$ cat src/rtl/e1sa_pkg.sv
`timescale 1ns/1ps
package e1sa_pkg;

  // Per-cycle strobes from the position control to the datapath.
  typedef struct packed {
    logic rxSaHit;   // receive bit of this cycle is a selected Sa bit
    logic txSaHit;   // transmit bit of this cycle takes link data
    logic txDemand;  // a selected Sa position follows two cycles on
  } saStrobe_t;

endpackage

$ cat src/rtl/sa_pos_counter.sv
`timescale 1ns/1ps
// Double-frame bit position; a sync pulse makes the current cycle position 0.
module sa_pos_counter #(
  parameter int DF_BITS = 512,
  localparam int POS_W  = $clog2(DF_BITS)
) (
  input  logic             clk,
  input  logic             rst,
  input  logic             sync,
  output logic [POS_W-1:0] curPos
);

  logic [POS_W-1:0] cnt;

  always_comb curPos = sync ? '0 : cnt;

  always_ff @(posedge clk) begin
    if (rst)
      cnt <= '0;
    else if (curPos == POS_W'(DF_BITS - 1))
      cnt <= '0;
    else
      cnt <= curPos + 1'b1;
  end

endmodule

$ cat src/rtl/sa_ctrl.sv
`timescale 1ns/1ps
module sa_ctrl
  import e1sa_pkg::*;
#(
  parameter int SLOT_BITS = 8,
  parameter int SLOTS     = 32,
  parameter int SA_FIRST  = 4,
  parameter int SA_COUNT  = 5
) (
  input  logic                clk,
  input  logic                rst,
  input  logic                rxSync,
  input  logic                txSync,
  input  logic [SA_COUNT-1:0] rxSel,
  input  logic [SA_COUNT-1:0] txSel,
  output saStrobe_t           strobe
);

  localparam int FRAME_BITS = SLOT_BITS * SLOTS;
  localparam int DF_BITS    = 2 * FRAME_BITS;
  localparam int POS_W      = $clog2(DF_BITS);
  localparam int SA_BASE    = FRAME_BITS + SA_FIRST - 1;
  localparam int LOOKAHEAD  = 2;

  logic [POS_W-1:0] rxPos;
  logic [POS_W-1:0] txPos;
  logic [POS_W-1:0] txAhead;

  sa_pos_counter #(.DF_BITS(DF_BITS)) rxCnt_i (
    .clk(clk), .rst(rst), .sync(rxSync), .curPos(rxPos)
  );

  sa_pos_counter #(.DF_BITS(DF_BITS)) txCnt_i (
    .clk(clk), .rst(rst), .sync(txSync), .curPos(txPos)
  );

  function automatic logic saHit(input logic [POS_W-1:0] pos,
                                 input logic [SA_COUNT-1:0] sel);
    logic hit;
    hit = 1'b0;
    for (int i = 0; i < SA_COUNT; i++)
      if (pos == POS_W'(SA_BASE + i)) hit = hit | sel[i];
    return hit;
  endfunction

  // Position two cycles ahead, wrapped inside the double frame.
  always_comb begin
    if (txPos >= POS_W'(DF_BITS - LOOKAHEAD))
      txAhead = txPos + POS_W'(LOOKAHEAD) - POS_W'(DF_BITS);
    else
      txAhead = txPos + POS_W'(LOOKAHEAD);
  end

  always_comb begin
    strobe.rxSaHit  = saHit(rxPos, rxSel);
    strobe.txSaHit  = saHit(txPos, txSel);
    strobe.txDemand = saHit(txAhead, txSel);
  end

endmodule

$ cat src/rtl/sa_datapath.sv
`timescale 1ns/1ps
module sa_datapath
  import e1sa_pkg::*;
(
  input  logic      clk,
  input  logic      rst,
  input  saStrobe_t strobe,
  input  logic      rxData,
  input  logic      txData,
  input  logic      txLinkData,
  output logic      rxLinkClk,
  output logic      rxLinkData,
  output logic      txLinkClk,
  output logic      txOut
);

  always_ff @(posedge clk) begin
    if (rst) begin
      rxLinkClk  <= 1'b0;
      rxLinkData <= 1'b0;
      txLinkClk  <= 1'b0;
      txOut      <= 1'b0;
    end else begin
      rxLinkClk  <= strobe.rxSaHit;
      rxLinkData <= rxData;
      txLinkClk  <= strobe.txDemand;
      txOut      <= strobe.txSaHit ? txLinkData : txData;
    end
  end

endmodule

$ cat src/rtl/e1_sa_link.sv
`timescale 1ns/1ps
module e1_sa_link
  import e1sa_pkg::*;
#(
  parameter int SLOT_BITS = 8,
  parameter int SLOTS     = 32,
  parameter int SA_FIRST  = 4,
  parameter int SA_COUNT  = 5
) (
  input  logic                clk,
  input  logic                rst,
  input  logic [SA_COUNT-1:0] rxSel,
  input  logic                rxData,
  input  logic                rxSync,
  output logic                rxLinkClk,
  output logic                rxLinkData,
  input  logic [SA_COUNT-1:0] txSel,
  input  logic                txData,
  input  logic                txSync,
  input  logic                txLinkData,
  output logic                txLinkClk,
  output logic                txOut
);

  saStrobe_t strobe;

  sa_ctrl #(
    .SLOT_BITS(SLOT_BITS), .SLOTS(SLOTS),
    .SA_FIRST(SA_FIRST), .SA_COUNT(SA_COUNT)
  ) ctrl_i (
    .clk(clk), .rst(rst),
    .rxSync(rxSync), .txSync(txSync),
    .rxSel(rxSel), .txSel(txSel),
    .strobe(strobe)
  );

  sa_datapath dp_i (
    .clk(clk), .rst(rst), .strobe(strobe),
    .rxData(rxData), .txData(txData), .txLinkData(txLinkData),
    .rxLinkClk(rxLinkClk), .rxLinkData(rxLinkData),
    .txLinkClk(txLinkClk), .txOut(txOut)
  );

endmodule

$ cat config.mk
export PLATFORM = sky130hd
export DESIGN_NAME = e1_sa_link
export DESIGN_NICKNAME = d
export VERILOG_FILES = /design/src/rtl/e1sa_pkg.sv /design/src/rtl/sa_pos_counter.sv /design/src/rtl/sa_ctrl.sv /design/src/rtl/sa_datapath.sv /design/src/rtl/e1_sa_link.sv
export SDC_FILE = /design/constraint.sdc
export NUM_CORES = 1
export LEC_CHECK = 0
export BUFFER_PORTS_ARGS = -buffer_cell sky130_fd_sc_hd__buf_2
export CAP_MARGIN = 20
export CORE_AREA = 2 2 69 71
export DETAILED_ROUTE_END_ITERATION = 16
export DIE_AREA = 0 0 71 73
export PLACE_DENSITY_LB_ADDON = 0.08
export SLEW_MARGIN = 25
export SYNTH_ARGS = -nofsm -noshare
export SYNTH_HDL_FRONTEND = slang
export SYNTH_HIERARCHICAL = 1
export SYNTH_SLANG_ARGS = --single-unit
$ cat constraint.sdc
create_clock -name clk -period 5.6 [get_ports clk]
set_clock_uncertainty 0.2 [all_clocks]
set_input_delay 1.12 -clock clk [delete_from_list [all_inputs] [get_ports clk]]
set_output_delay 1.12 -clock clk [all_outputs]
set_load 0.01 [all_outputs]
# Word level (Yosys, flattened, before mapping)

Index checks and enable logic that the tools add are counted.

Logic and storage cells: 58
Input bits: 17
Output and inout port bits: 4
Flip-flop bits (word level): 22

Bitwise logic cells: 12
Equality and inequality tests: 17
Reduce and logical (&&, ||, !) cells: 2
Mux-type cells: 18
$add $sub $neg: 3

Operators with widths:

| kind                  | count |
|---|---|
| $eq A9 B9 Y1 const B  | 17 |
| $add A9 B1 Y9 const B | 2 |
| $mux W9               | 2 |
| $mux W1               | 16 |
| $or A1 B1 Y1          | 12 |
| $add A9 B2 Y9 const B | 1 |
| $reduce_or A2 Y1      | 2 |

# Depth between registers and ports, before layout

Gate-level depths: netlist of the first run.

Depth after elaboration: 12
Mapped depth: 9
Gate-level depth less buffers: 7

# Hierarchy

The synthesis of the first run kept the hierarchy.

By module, submodules not included:

| module         | area each (µm²) | cells an instance | times used | sequential area each (µm²) |
|---|---|---|---|---|
| sa_pos_counter | 460.4           | 50                | 2          | 180.2 |
| sa_ctrl        | 239.0           | 32                | 1          | 0.0 |
| sa_datapath    | 112.6           | 9                 | 1          | 80.1 |

# Worst setup path before layout of the first run

No wires, ideal clock.

Path kind: input-to-reg
From: input txSync
To: register ctrl_i.txCnt_i.cnt[3]
Cell stages on the path: 9
Buffers on the path: 2
Path slack: 2.556 ns
Data arrival time: 2.720 ns
Cell sequence: buf_2 -> nor2b_1 -> ha_1 -> nand3_1 -> nor3_1 -> ha_1 -> or2_2 -> clkbuf_1 -> nor3_1

Word-level cells in the longest chain between the ends: 3
Elaborated cells on any way between the ends: 4

RTL lines:

| item                                                                  | RTL line             | source |
|---|---|---|
| start, declared                                                       | e1_sa_link.sv:19     | `input logic txSync,` |
| $mux W9 *                                                             | sa_pos_counter.sv:15 | `always_comb curPos = sync ? '0 : cnt;` |
| named net ctrl_i.txPos[1]                                             | sa_ctrl.sv:26        | `logic [POS_W-1:0] txPos;` |
| parallel branches: the longest is 2 deep, another holds $add A9 B1 Y9 | -                    |  |
| end signal, assigned                                                  | sa_pos_counter.sv:23 | `cnt <= curPos + 1'b1;` |
| end, declared                                                         | sa_pos_counter.sv:13 | `logic [POS_W-1:0] cnt;` |

Mark *: on every way through the listed nets, which the timed path passes.
A chain may end at the register's enable or synchronous reset.

==> results.sh, run 1 <==
export IMPL_result_of_the_run="finished, final reports clean"
export IMPL_timing_critical_path_slowest_cell_delay_ns=0.51
export IMPL_power_switching_mw=0.06099
export IMPL_slew_headroom_pct=58.91
export IMPL_placement_rows=25
export IMPL_clock_root_buffer="sky130_fd_sc_hd__clkbuf_8"
export IMPL_synth_most_common_cell="sky130_fd_sc_hd__dfxtp_1"
export IMPL_p_int_mw=0.2333
export IMPL_setup_tns_final_ns=0
export IMPL_yosysTopAreaCellShare_pct=34.61
export IMPL_vdd_ir_drop_max_mv=0.08982
export IMPL_post_dp_cell_area_sq_mm=0.001423
export IMPL_hold_viol_final=0
export IMPL_post_synth_net_total=163
export IMPL_post_dp_hpwl_mm=2.233
export IMPL_power_share_clock_pct=37.1
export IMPL_power_share_combinational_pct=8.3
export IMPL_final_layout_size_suffix_gt1_share_pct=22.36
export IMPL_avgViaCountPerCell=4.986
export IMPL_tritoncts_num_buffers=3
export IMPL_post_route_util_pct=32.58
export IMPL_gr_usage_all_layers_pct=11.87
export IMPL_unrepaired_setup_endpoints_after_global_routing="no"
export IMPL_timing_final_crit_share_pct=53.85
export IMPL_detailedRoute_firstPassIterationCount=4
export IMPL_synth_simple_area_share_pct=38.35
export IMPL_timing_final_setup_violations=0
export IMPL_cp_top_family="simple AND/OR/NAND/NOR gates"
export IMPL_synthTopCellsByCount="22 x sky130_fd_sc_hd__dfxtp_1, 17 x sky130_fd_sc_hd__nor2b_1, 10 x sky130_fd_sc_hd__nand3_1, 10 x sky130_fd_sc_hd__nor2_1, 8 x sky130_fd_sc_hd__a21oi_1"
export IMPL_synth_edff_count=0
export IMPL_cts_hold_buf=0
export IMPL_crit_buf_inv=1
export IMPL_worst_setup_path_start_kind="input pin"
export IMPL_antenna_found_initial=0
export IMPL_report_final_slew_viol_count=0
export IMPL_crit_path_time_final_ns=3.016
export IMPL_dp_worst_setup_slack_ns=2.359
export IMPL_design_die_area_sq_mm=0.005183
export IMPL_fill_cells=484
export IMPL_critPathCaptureType="flop"
export IMPL_layout_setup_ws_ns=2.584
export IMPL_power_frac_seq_pct=54.6
export IMPL_distinct_cell_type_count_of_the_synthesized_netlist=34
export IMPL_drtIter0Drc=24
export IMPL_grt_start_max_net_pins=14
export IMPL_ant_nets=0
export IMPL_chipWidth_microns=71
export IMPL_route_vias_total=1072
export IMPL_cp_slowest_cell="sky130_fd_sc_hd__nor2b_1"
export IMPL_timing_critical_path_required_ns=5.59
export IMPL_buffer_ports_inserted=20
export IMPL_clock_tree_from_tritoncts="done"
export IMPL_wl_per_cell_microns=12.98
export IMPL_synth_mux_area_share_pct=4.228
export IMPL_synth_top_family_by_area="simple AND/OR/NAND/NOR gates"
export IMPL_clkLatencyLatePin_ns=0.25
export IMPL_setup_worst_path_class="input pin to flop"
export IMPL_holdCritPathClass="flop to flop"
export IMPL_postCtsSetupRepairBufs=0
export IMPL_gpl_final_weighted_congestion=0.8199
export IMPL_synthArstFlopShare_pct=0
export IMPL_leak_pwr_nw=0.6868
export IMPL_antenna_cells=0
export IMPL_core_sq_mm=0.004536
export IMPL_synth_adder_area_share_pct=4.916
export IMPL_cts_max_path_buffers=2
export IMPL_postSynthAreaPerCell_sq_um=9.025
export IMPL_synth_yosys_seq_area_share_pct=34.61
export IMPL_cp_common_cell="sky130_fd_sc_hd__nor2b_1"
export IMPL_worst_setup_hold_path_clk_slew_ns=0.07
export IMPL_ctsResizeCount=0
export IMPL_drc=0
export IMPL_synth_largest_area_cell="sky130_fd_sc_hd__dfxtp_1"
export IMPL_synth_compound_gate_area_share_pct=11.70
export IMPL_worst_pin_slew_ns=0.6151
export IMPL_sw_frac_of_total_pct=20.72
export IMPL_mappedNetlistArea_sq_mm=0.001272
export IMPL_design_final_nets=184
export IMPL_synth_warnings=6
export IMPL_number_of_global_route_vias_before_repair=1045
export IMPL_postLayoutCellArea_sq_mm=0.001478
export IMPL_start_util_pct=28.06
export IMPL_design_portCount=21
export IMPL_area_added_between_synthesis_and_finish_pct=16.13
export IMPL_timing_fmax_mhz=331.6
export IMPL_numClockSinks=22
export IMPL_worstPathArrival_ns=3.01
export IMPL_crit_fanout=13
export IMPL_grt_first_pass_wirelength_mm=4.788
export IMPL_synth_seq_cells=22
export IMPL_power_per_cell_area_mw_per_mm2=199.2
export IMPL_synthesis_instances=141
export IMPL_htreeDepth=1
export IMPL_die_y_microns=73
export IMPL_total_routed_wirelength_mm=2.790
export IMPL_globalRouteOverflowTotal=0
export IMPL_crit_chain="buf_2 > nor2b_1 > ha_1 > mux2i_1 > a211oi_1 > a31oi_1 > nor3_2 > nor2b_1"
export IMPL_synth_top_cells_by_area="sky130_fd_sc_hd__dfxtp_1 35%, sky130_fd_sc_hd__nor2b_1 8.4%, sky130_fd_sc_hd__nand3b_4 6.3%"
export IMPL_dominantRegCellSynth="sky130_fd_sc_hd__dfxtp_1"
export IMPL_max_cap_violations=0
export IMPL_synth_xor_xnor_area_share_pct=4.818
kinds of logic after synthesis:
family	count (synthesis)
buf+inv	4
xor+xnor	7
mux	4
simple gates	75
fa+ha+maj	5
flops	22
compound gates	24
path summary, 6_finish.rpt:
path                                    startpoint                                to  slack, ns  depth (start not counted)
setup / recovery                            txSync         dp_i/txLinkClk$_SDFF_PP0_       2.58                          8
hold reg to reg   ctrl_i/rxCnt_i/cnt[6]$_SDFF_PP0_  ctrl_i/rxCnt_i/cnt[7]$_SDFF_PP0_       0.41                          3
setup reg to reg  ctrl_i/txCnt_i/cnt[1]$_SDFF_PP0_         dp_i/txLinkClk$_SDFF_PP0_       3.27                          7
hold / removal    ctrl_i/rxCnt_i/cnt[6]$_SDFF_PP0_  ctrl_i/rxCnt_i/cnt[7]$_SDFF_PP0_       0.41                          3
power by group through the flow:
stage,Combinational (mW),Clock (mW),Sequential (mW)
2_1_floorplan,0.0146,0,0.164
3_3_place_gp,0.0239,0,0.164
3_5_place_dp,0.0245,0,0.164
4_1_cts,0.0247,0.116,0.161
5_1_grt,0.0270,0.123,0.161
6_report,0.0244,0.109,0.161
layer usage:
metal	vias to the layer above	GRT usage, %	wire, microns
met3	4	3.867	162
li1	544	-	-
met4	0	3.774	40
met1	497	15.20	1341
met2	27	19.00	1245
met5	-	0	0
flip-flops by register name, summed over array words and instances, names as in the netlist:
signal / cells
ctrl_i/rxCnt_i/cnt: 9
ctrl_i/txCnt_i/cnt: 9
dp_i/rxLinkClk: 1
dp_i/rxLinkData: 1
dp_i/txLinkClk: 1
dp_i/txOut: 1
worst min-delay path, cell delays in order, from the launching register on:
cell and delay, ns:
sky130_fd_sc_hd__dfxtp_1 0.34, sky130_fd_sc_hd__nand3b_4 0.08, sky130_fd_sc_hd__or4_1 0.09, sky130_fd_sc_hd__a21oi_1 0.05
layout make-up:
class | count | area [sq um] | share of cell area, %
clock buffer | 4 | 55.05 | 3.726
tap | 54 | 67.56 | 4.572
multi-input combinational | 115 | 814.5 | 55.12
timing repair buffer | 20 | 100.1 | 6.774
sequential | 22 | 440.4 | 29.81
stage by stage:
stage	cells	hold WS (ns)	power, mW
4_1_cts	215	0.4102	0.3011
3_3_place_gp	211	0.3932	0.1883
3_5_place_dp	211	0.3983	0.1889
2_1_floorplan	141	0.3638	0.1789
6_report	215	0.4081	0.2943
5_1_grt	215	0.4643	0.3109
layout by cell type, fill, tap and decap left out:
cell	synthesis	layout
sky130_fd_sc_hd__or4_1	2	2
sky130_fd_sc_hd__nand3_1	10	10
sky130_fd_sc_hd__o21ba_2	1	1
sky130_fd_sc_hd__a21oi_1	8	8
sky130_fd_sc_hd__nor3_2	2	2
sky130_fd_sc_hd__xnor2_1	3	3
sky130_fd_sc_hd__o31ai_1	2	2
sky130_fd_sc_hd__or2_2	2	2
sky130_fd_sc_hd__o211a_1	1	1
sky130_fd_sc_hd__nor3_1	6	6
sky130_fd_sc_hd__o22ai_1	2	2
sky130_fd_sc_hd__nor2b_1	17	17
sky130_fd_sc_hd__mux4_2	1	1
sky130_fd_sc_hd__or4b_1	1	1
sky130_fd_sc_hd__a211o_1	1	1
sky130_fd_sc_hd__mux2i_1	2	2
sky130_fd_sc_hd__dfxtp_1	22	22
sky130_fd_sc_hd__and2_1	4	4
sky130_fd_sc_hd__ha_1	5	5
sky130_fd_sc_hd__clkbuf_8	0	4
sky130_fd_sc_hd__mux2_2	1	1
sky130_fd_sc_hd__xor2_1	4	4
sky130_fd_sc_hd__and2b_1	4	4
sky130_fd_sc_hd__or3_1	4	4
sky130_fd_sc_hd__nand2b_1	1	1
sky130_fd_sc_hd__a211oi_1	1	1
sky130_fd_sc_hd__a31oi_1	4	4
sky130_fd_sc_hd__or4_4	1	1
sky130_fd_sc_hd__nor2_1	10	10
sky130_fd_sc_hd__nand2_1	6	6
sky130_fd_sc_hd__nand3b_4	4	4
sky130_fd_sc_hd__o21ai_0	4	4
sky130_fd_sc_hd__buf_2	2	20
sky130_fd_sc_hd__nor4_1	1	1
No activity file was read; power rests on OpenSTA's default activity.
==> inputs of run 2 (changes only) <==
--- a/config.mk
+++ b/config.mk
@@ -5,11 +5,12 @@
 export SDC_FILE = /design/constraint.sdc
 export NUM_CORES = 1
 export LEC_CHECK = 0
+export ABC_AREA = 1
 export BUFFER_PORTS_ARGS = -buffer_cell sky130_fd_sc_hd__buf_2
 export CAP_MARGIN = 20
-export CORE_AREA = 2 2 69 71
+export CORE_AREA = 2 2 73 75
 export DETAILED_ROUTE_END_ITERATION = 16
-export DIE_AREA = 0 0 71 73
+export DIE_AREA = 0 0 75 77
 export PLACE_DENSITY_LB_ADDON = 0.08
 export SLEW_MARGIN = 25
 export SYNTH_ARGS = -nofsm -noshare
==> constraint.sdc (replaced) <==
create_clock -name clk -period 3.02 [get_ports clk]
set_clock_uncertainty 0.2 [all_clocks]
set_input_delay 0.604 -clock clk [delete_from_list [all_inputs] [get_ports clk]]
set_output_delay 0.604 -clock clk [all_outputs]
set_load 0.01 [all_outputs]
==> run 2 against run 1 <==
Net effect: hold slack got worse by 0.11 ns; critical endpoint is now ctrl_i/rxCnt_i/cnt[2]$_SDFF_PP0_; setup slack got worse by 1.9 ns; largest power group unchanged; routed wire length rose by 17%; register-to-register slack worse by 2.5 ns; power is 110% higher.
==> results.sh, run 2 <==
export IMPL_grt_first_pass_wirelength_mm=5.816
export IMPL_total_routed_wirelength_mm=3.257
export IMPL_mappedNetlistArea_sq_mm=0.001440
export IMPL_design_die_area_sq_mm=0.005775
export IMPL_drc=0
export IMPL_hold_viol_final=0
export IMPL_design_final_nets=280
export IMPL_number_of_global_route_vias_before_repair=1295
export IMPL_synth_warnings=6
export IMPL_htreeDepth=1
export IMPL_yosysTopAreaCellShare_pct=30.58
export IMPL_chipWidth_microns=75
export IMPL_synth_seq_cells=22
export IMPL_postLayoutCellArea_sq_mm=0.001722
export IMPL_worstPathArrival_ns=2.32
export IMPL_area_added_between_synthesis_and_finish_pct=19.55
export IMPL_grt_start_max_net_pins=14
export IMPL_synth_largest_area_cell="sky130_fd_sc_hd__dfxtp_1"
export IMPL_antenna_cells=0
export IMPL_die_y_microns=77
export IMPL_hold_path_endpoint="ctrl_i/rxCnt_i/cnt[4]$_SDFF_PP0_"
export IMPL_cts_max_path_buffers=2
export IMPL_whs_path_depth=1
export IMPL_route_vias_total=1387
export IMPL_synth_edff_count=0
export IMPL_regToRegSetupSlack_ns=0.78
export IMPL_crit_chain="buf_2 > nor2_1 > ha_1 > nand2_1 > nor2_4 > nand2_2 > nor3_1 > ha_1 > nor2_1 > inv_1 > nor2_1"
export IMPL_cts_hold_buf=0
export IMPL_postCtsSetupRepairBufs=0
export IMPL_leak_pwr_nw=0.7898
export IMPL_min_from="ctrl_i/rxCnt_i/cnt[4]$_SDFF_PP0_"
export IMPL_commonest_cells_after_routing_fill_and_taps_aside="47 x sky130_fd_sc_hd__nor2_1, 42 x sky130_fd_sc_hd__inv_1, 40 x sky130_fd_sc_hd__nand2_1, 22 x sky130_fd_sc_hd__dfxtp_1, 20 x sky130_fd_sc_hd__buf_2"
export IMPL_power_per_cell_area_mw_per_mm2=363.6
export IMPL_synth_most_common_cell="sky130_fd_sc_hd__nor2_1"
export IMPL_critPathCaptureType="flop"
export IMPL_clkLatencyLatePin_ns=0.26
export IMPL_fill_cells=573
export IMPL_cp_slowest_cell="sky130_fd_sc_hd__nor2_1"
export IMPL_setup_tns_final_ns=0
export IMPL_postSynthAreaPerCell_sq_um=6.261
export IMPL_timing_final_setup_violations=0
export IMPL_timing_critical_path_slowest_cell_delay_ns=0.31
export IMPL_holdCritPathClass="flop to flop"
export IMPL_dp_worst_setup_slack_ns=0.3496
export IMPL_wl_per_cell_microns=9.960
export IMPL_globalRouteOverflowTotal=0
export IMPL_timing_rr_start="ctrl_i/rxCnt_i/cnt[0]$_SDFF_PP0_"
export IMPL_cp_common_cell="sky130_fd_sc_hd__nor2_1"
export IMPL_buffer_ports_inserted=20
export IMPL_vdd_ir_drop_max_mv=0.2641
export IMPL_reg2regPathDepth=11
export IMPL_gpl_final_weighted_congestion=0.7361
export IMPL_worst_r2r_endpoint="ctrl_i/rxCnt_i/cnt[2]$_SDFF_PP0_"
export IMPL_worst_setup_path_start_kind="input pin"
export IMPL_unrepaired_setup_endpoints_after_global_routing="no"
export IMPL_post_dp_cell_area_sq_mm=0.001650
export IMPL_post_synth_net_total=252
export IMPL_dominantRegCellSynth="sky130_fd_sc_hd__dfxtp_1"
export IMPL_timing_final_crit_share_pct=78.30
export IMPL_design_portCount=21
export IMPL_clock_root_buffer="sky130_fd_sc_hd__clkbuf_8"
export IMPL_start_util_pct=28.93
export IMPL_layout_commonest_cell="sky130_fd_sc_hd__nor2_1"
export IMPL_result_of_the_run="finished, final reports clean"
export IMPL_numClockSinks=22
export IMPL_post_dp_hpwl_mm=2.596
export IMPL_crit_fanout=6
export IMPL_distinct_cell_type_count_of_the_synthesized_netlist=24
export IMPL_antenna_found_initial=0
export IMPL_max_cap_violations=0
export IMPL_largestRegisters="ctrl_i/rxCnt_i/cnt (9), ctrl_i/txCnt_i/cnt (9)"
export IMPL_report_final_slew_viol_count=0
export IMPL_layout_setup_ws_ns=0.6553
export IMPL_synthArstFlopShare_pct=0
export IMPL_ctsResizeCount=0
export IMPL_crit_path_time_final_ns=2.365
export IMPL_core_sq_mm=0.004977
export IMPL_detailedRoute_firstPassIterationCount=4
export IMPL_timing_critical_path_required_ns=2.98
export IMPL_placement_rows=26
export IMPL_gr_usage_all_layers_pct=12.68
export IMPL_setup_worst_path_class="input pin to flop"
export IMPL_worst_setup_hold_path_clk_slew_ns=0.08
export IMPL_clock_tree_from_tritoncts="done"
export IMPL_ant_nets=0
export IMPL_drtIter0Drc=50
export IMPL_synth_yosys_seq_area_share_pct=30.58
export IMPL_slew_headroom_pct=65.18
export IMPL_timing_fmax_mhz=422.9
export IMPL_synthesis_instances=230
export IMPL_worst_pin_slew_ns=0.5204
export IMPL_avgViaCountPerCell=4.242
export IMPL_tritoncts_num_buffers=3
export IMPL_final_layout_size_suffix_gt1_share_pct=19.84
export IMPL_synthTopCellsByCount="47 x sky130_fd_sc_hd__nor2_1, 42 x sky130_fd_sc_hd__inv_1, 40 x sky130_fd_sc_hd__nand2_1"
export IMPL_synth_top_cells_by_area="sky130_fd_sc_hd__dfxtp_1 31%, sky130_fd_sc_hd__nor2_1 12%, sky130_fd_sc_hd__inv_1 11%"
-- run 2: cells by family after synthesis --
kind of cell | share of synthesized area, %
xor+xnor | 1.217
fa+ha+maj | 4.344
buf+inv | 12.08
flops | 30.58
simple gates | 43.53
compound gates | 8.254
-- run 2: worst max path at each step --
stage | end | start | depth (start not counted) | slack (ns)
3_5_place_dp | ctrl_i/rxCnt_i/cnt[2]$_SDFF_PP0_ | rxSync | 11 | 0.35
5_1_grt | ctrl_i/rxCnt_i/cnt[2]$_SDFF_PP0_ | rxSync | 11 | 0.36
4_1_cts | ctrl_i/rxCnt_i/cnt[2]$_SDFF_PP0_ | rxSync | 11 | 0.62
3_3_place_gp | ctrl_i/rxCnt_i/cnt[2]$_SDFF_PP0_ | rxSync | 11 | 0.34
6_report | ctrl_i/rxCnt_i/cnt[2]$_SDFF_PP0_ | rxSync | 11 | 0.66
2_1_floorplan | ctrl_i/txCnt_i/cnt[0]$_SDFF_PP0_ | txSync | 10 | 0.71
-- run 2: power breakdown --
part           internal [mW]  total, mW  switching, mW
combinational         0.0214     0.0549         0.0335
sequential             0.295      0.298        0.00294
clock                  0.177      0.273         0.0963
total                  0.493      0.626          0.133
-- run 2: critical path, delay by kind of cell --
kind,cells,cell delay (ns)
AND/OR/NAND/NOR,7,0.96
adder cells (fa/ha/maj),2,0.43
buffers and inverters,2,0.33
-- run 2: per-stage QoR --
stage | hold slack (ns) | std cells | total power, mW | utilization (%)
after floorplan | 0.2562 | 230 | 0.3353 | -
after global placement | 0.2827 | 323 | 0.3610 | 33.16
after detailed placement | 0.2832 | 323 | 0.3606 | 33.16
after CTS | 0.3010 | 327 | 0.6360 | 34.59
after global routing | 0.3156 | 327 | 0.6603 | 34.59
final | 0.2993 | 327 | 0.6260 | 34.59
-- run 2: cell type report --
| class | instances | area, sq um | area share [%] |
|---|---|---|---|
| tap | 70 | 87.58 | 5.087 |
| inverter | 45 | 173.9 | 10.10 |
| clock inverter | 1 | 30.03 | 1.744 |
| timing repair buffer | 23 | 122.6 | 7.122 |
| clock buffer | 3 | 41.29 | 2.398 |
| multi-input combinational | 163 | 825.8 | 47.97 |
| sequential | 22 | 440.4 | 25.58 |
-- run 2: per-layer routing --
metal  vias up  global-route usage (%)  part of all wire [%]
met5         -                       0                     0
met4         0                   2.143                  0.86
met3         2                   3.285                   3.0
met2        22                   18.33                    41
met1       597                   18.95                    55
li1        766                       -                     -
==> inputs of run 3 (changes only) <==
==> constraint.sdc (replaced) <==
create_clock -name clk -period 2.1 [get_ports clk]
set_clock_uncertainty 0.2 [all_clocks]
set_input_delay 0.42 -clock clk [delete_from_list [all_inputs] [get_ports clk]]
set_output_delay 0.42 -clock clk [all_outputs]
set_load 0.01 [all_outputs]
==> run 3 against run 2 <==
Net effect: clock-buffer cell count is the same; design area grew 10%; via count grew 3.1%; register-to-register slack lost 0.58 ns; critical path depth grew 1; global-route usage grew 0.42 points; first-iteration DRC count grew 40%; largest power group unchanged.
==> results.sh, run 3 (synthesis results as in run 2) <==
export IMPL_result_of_the_run="finished, final reports clean"
export IMPL_post_layout_total_power_mw=0.9212
export IMPL_design_portCount=21
export IMPL_grt_start_max_net_pins=14
export IMPL_crit_chain="inv_1 > nor2_1 > ha_1 > nand2_1 > nor2_4 > nand2_2 > nor3_1 > ha_1 > nor2_1 > buf_4 > o21ai_0 > a21oi_1"
export IMPL_largestRegisters="ctrl_i/rxCnt_i/cnt (9), ctrl_i/txCnt_i/cnt (9)"
export IMPL_leak_pwr_nw=0.9014
export IMPL_timing_fmax_mhz=526.3
export IMPL_ant_nets=0
export IMPL_number_of_global_route_vias_before_repair=1367
export IMPL_hold_viol_final=0
export IMPL_footprint_of_the_multi_input_gates_sq_um=835.8
export IMPL_numClockSinks=22
export IMPL_total_routed_wirelength_mm=3.328
export IMPL_timing_critical_path_slowest_cell_delay_ns=0.35
export IMPL_critPathCaptureType="flop"
export IMPL_worst_hold_slack_ns=0.1538
export IMPL_die_y_microns=77
export IMPL_power_switching_mw=0.2000
export IMPL_timing_final_crit_share_pct=90.47
export IMPL_chipWidth_microns=75
export IMPL_worstPathArrival_ns=1.86
export IMPL_fill_cells=528
export IMPL_post_dp_hpwl_mm=2.715
export IMPL_wl_per_cell_microns=9.536
export IMPL_tritoncts_num_buffers=3
export IMPL_worst_setup_path_start_kind="flop"
export IMPL_design_final_nets=302
export IMPL_clkLatencyLatePin_ns=0.27
export IMPL_report_final_slew_viol_count=0
export IMPL_holdCritPathClass="input pin to flop"
export IMPL_placement_rows=26
export IMPL_drtIter0Drc=70
export IMPL_max_cap_violations=0
export IMPL_detailedRoute_firstPassIterationCount=4
export IMPL_worst_pin_slew_ns=0.4669
export IMPL_ctsResizeCount=0
export IMPL_cp_slowest_cell="sky130_fd_sc_hd__dfxtp_2"
export IMPL_dp_worst_setup_slack_ns=-0.1497
export IMPL_cts_max_path_buffers=2
export IMPL_commonest_cells_after_routing_fill_and_taps_aside="45 x sky130_fd_sc_hd__nor2_1, 41 x sky130_fd_sc_hd__inv_1, 40 x sky130_fd_sc_hd__nand2_1, 25 x sky130_fd_sc_hd__buf_4, 21 x sky130_fd_sc_hd__dfxtp_1"
export IMPL_layout_commonest_cell="sky130_fd_sc_hd__nor2_1"
export IMPL_crit_path_time_final_ns=1.900
export IMPL_start_util_pct=28.93
export IMPL_power_share_combinational_pct=10.2
export IMPL_regArea_sq_um=441.7
export IMPL_power_per_cell_area_mw_per_mm2=485.3
export IMPL_htreeDepth=1
export IMPL_globalRouteOverflowTotal=0
export IMPL_final_layout_size_suffix_gt1_share_pct=27.96
export IMPL_clock_root_buffer="sky130_fd_sc_hd__clkbuf_8"
export IMPL_slew_headroom_pct=68.76
export IMPL_vdd_ir_drop_max_mv=0.3496
export IMPL_crit_fanout=4
export IMPL_antenna_cells=0
export IMPL_setup_worst_path_class="flop to flop"
export IMPL_drc=0
export IMPL_cts_hold_buf=0
export IMPL_sw_frac_of_total_pct=21.71
export IMPL_layout_setup_ws_ns=0.2000
export IMPL_area_added_between_synthesis_and_finish_pct=31.80
export IMPL_worst_setup_hold_path_clk_slew_ns=0.08
export IMPL_power_frac_seq_pct=46.5
export IMPL_cp_top_family="simple AND/OR/NAND/NOR gates"
export IMPL_timing_critical_path_required_ns=2.06
export IMPL_antenna_found_initial=0
export IMPL_route_vias_total=1430
export IMPL_timing_final_setup_violations=0
export IMPL_gr_usage_all_layers_pct=13.10
export IMPL_power_share_clock_pct=43.3
export IMPL_buffer_ports_inserted=20
export IMPL_gpl_final_weighted_congestion=0.7705
export IMPL_p_int_mw=0.7212
export IMPL_avgViaCountPerCell=4.097
export IMPL_setup_tns_final_ns=0
export IMPL_postCtsSetupRepairBufs=0
export IMPL_core_sq_mm=0.004977
export IMPL_clock_tree_from_tritoncts="done"
export IMPL_design_die_area_sq_mm=0.005775
export IMPL_grt_first_pass_wirelength_mm=5.961
export IMPL_crit_buf_inv=2
-- run 3: changes by cell type in the layout (fill, tap and decap cells not counted) --
cell / change
sky130_fd_sc_hd__buf_4: +22
sky130_fd_sc_hd__nor2_1: -2
sky130_fd_sc_hd__nor2_2: +2
sky130_fd_sc_hd__dfxtp_1: -1
sky130_fd_sc_hd__dfxtp_2: +1
sky130_fd_sc_hd__inv_1: -1
sky130_fd_sc_hd__inv_2: +1
sky130_fd_sc_hd__nand3_1: -1
sky130_fd_sc_hd__nand3_2: +1
-- run 3: metal layers --
metal	GRT usage, %	up-vias	routed length [microns]
li1	-	815	-
met1	19.14	595	1801
met2	18.95	18	1384
met3	3.417	2	119
met4	3.214	0	21
met5	0	-	0
-- run 3: layout make-up --
cell class,count,area share [%]
repair buffers,45,15.16
clock inverters,1,1.582
well taps,70,4.614
flip-flops and latches,22,23.27
inverters,45,9.163
multi-input cells,163,44.03
clock buffers,3,2.175
-- run 3: worst min-delay path, stage by stage --
cell and delay (ns):
sky130_fd_sc_hd__buf_2 0.09, sky130_fd_sc_hd__inv_1 0.04, sky130_fd_sc_hd__nor2_1 0.03
-- run 3: final timing paths --
path / start / to / slack, ns / depth (start not counted)
worst min-delay path: rxData / dp_i/rxLinkData$_SDFF_PP0_ / 0.15 / 3
worst max-delay path: ctrl_i/rxCnt_i/cnt[0]$_SDFF_PP0_ / ctrl_i/rxCnt_i/cnt[4]$_SDFF_PP0_ / 0.20 / 12
worst min register to register: ctrl_i/rxCnt_i/cnt[4]$_SDFF_PP0_ / ctrl_i/rxCnt_i/cnt[4]$_SDFF_PP0_ / 0.30 / 1
worst max register to register: ctrl_i/rxCnt_i/cnt[0]$_SDFF_PP0_ / ctrl_i/rxCnt_i/cnt[4]$_SDFF_PP0_ / 0.20 / 12
-- run 3: power groups by stage --
stage                     logic, mW  clock network [mW]  registers, mW
after floorplan              0.0441                   0          0.439
after global placement       0.0946                   0          0.438
after detailed placement     0.0933                   0          0.438
after CTS                    0.0939               0.415          0.428
after global routing          0.107               0.432          0.430
final                        0.0936               0.399          0.428
-- run 3: stage by stage --
stage / util (%) / instances / instance area (sq um)
2_1_floorplan: - / 230 / 1443
3_3_place_gp: 36.53 / 345 / 1818
3_5_place_dp: 36.53 / 345 / 1818
4_1_cts: 37.96 / 349 / 1889
5_1_grt: 38.13 / 349 / 1898
6_report: 38.13 / 349 / 1898
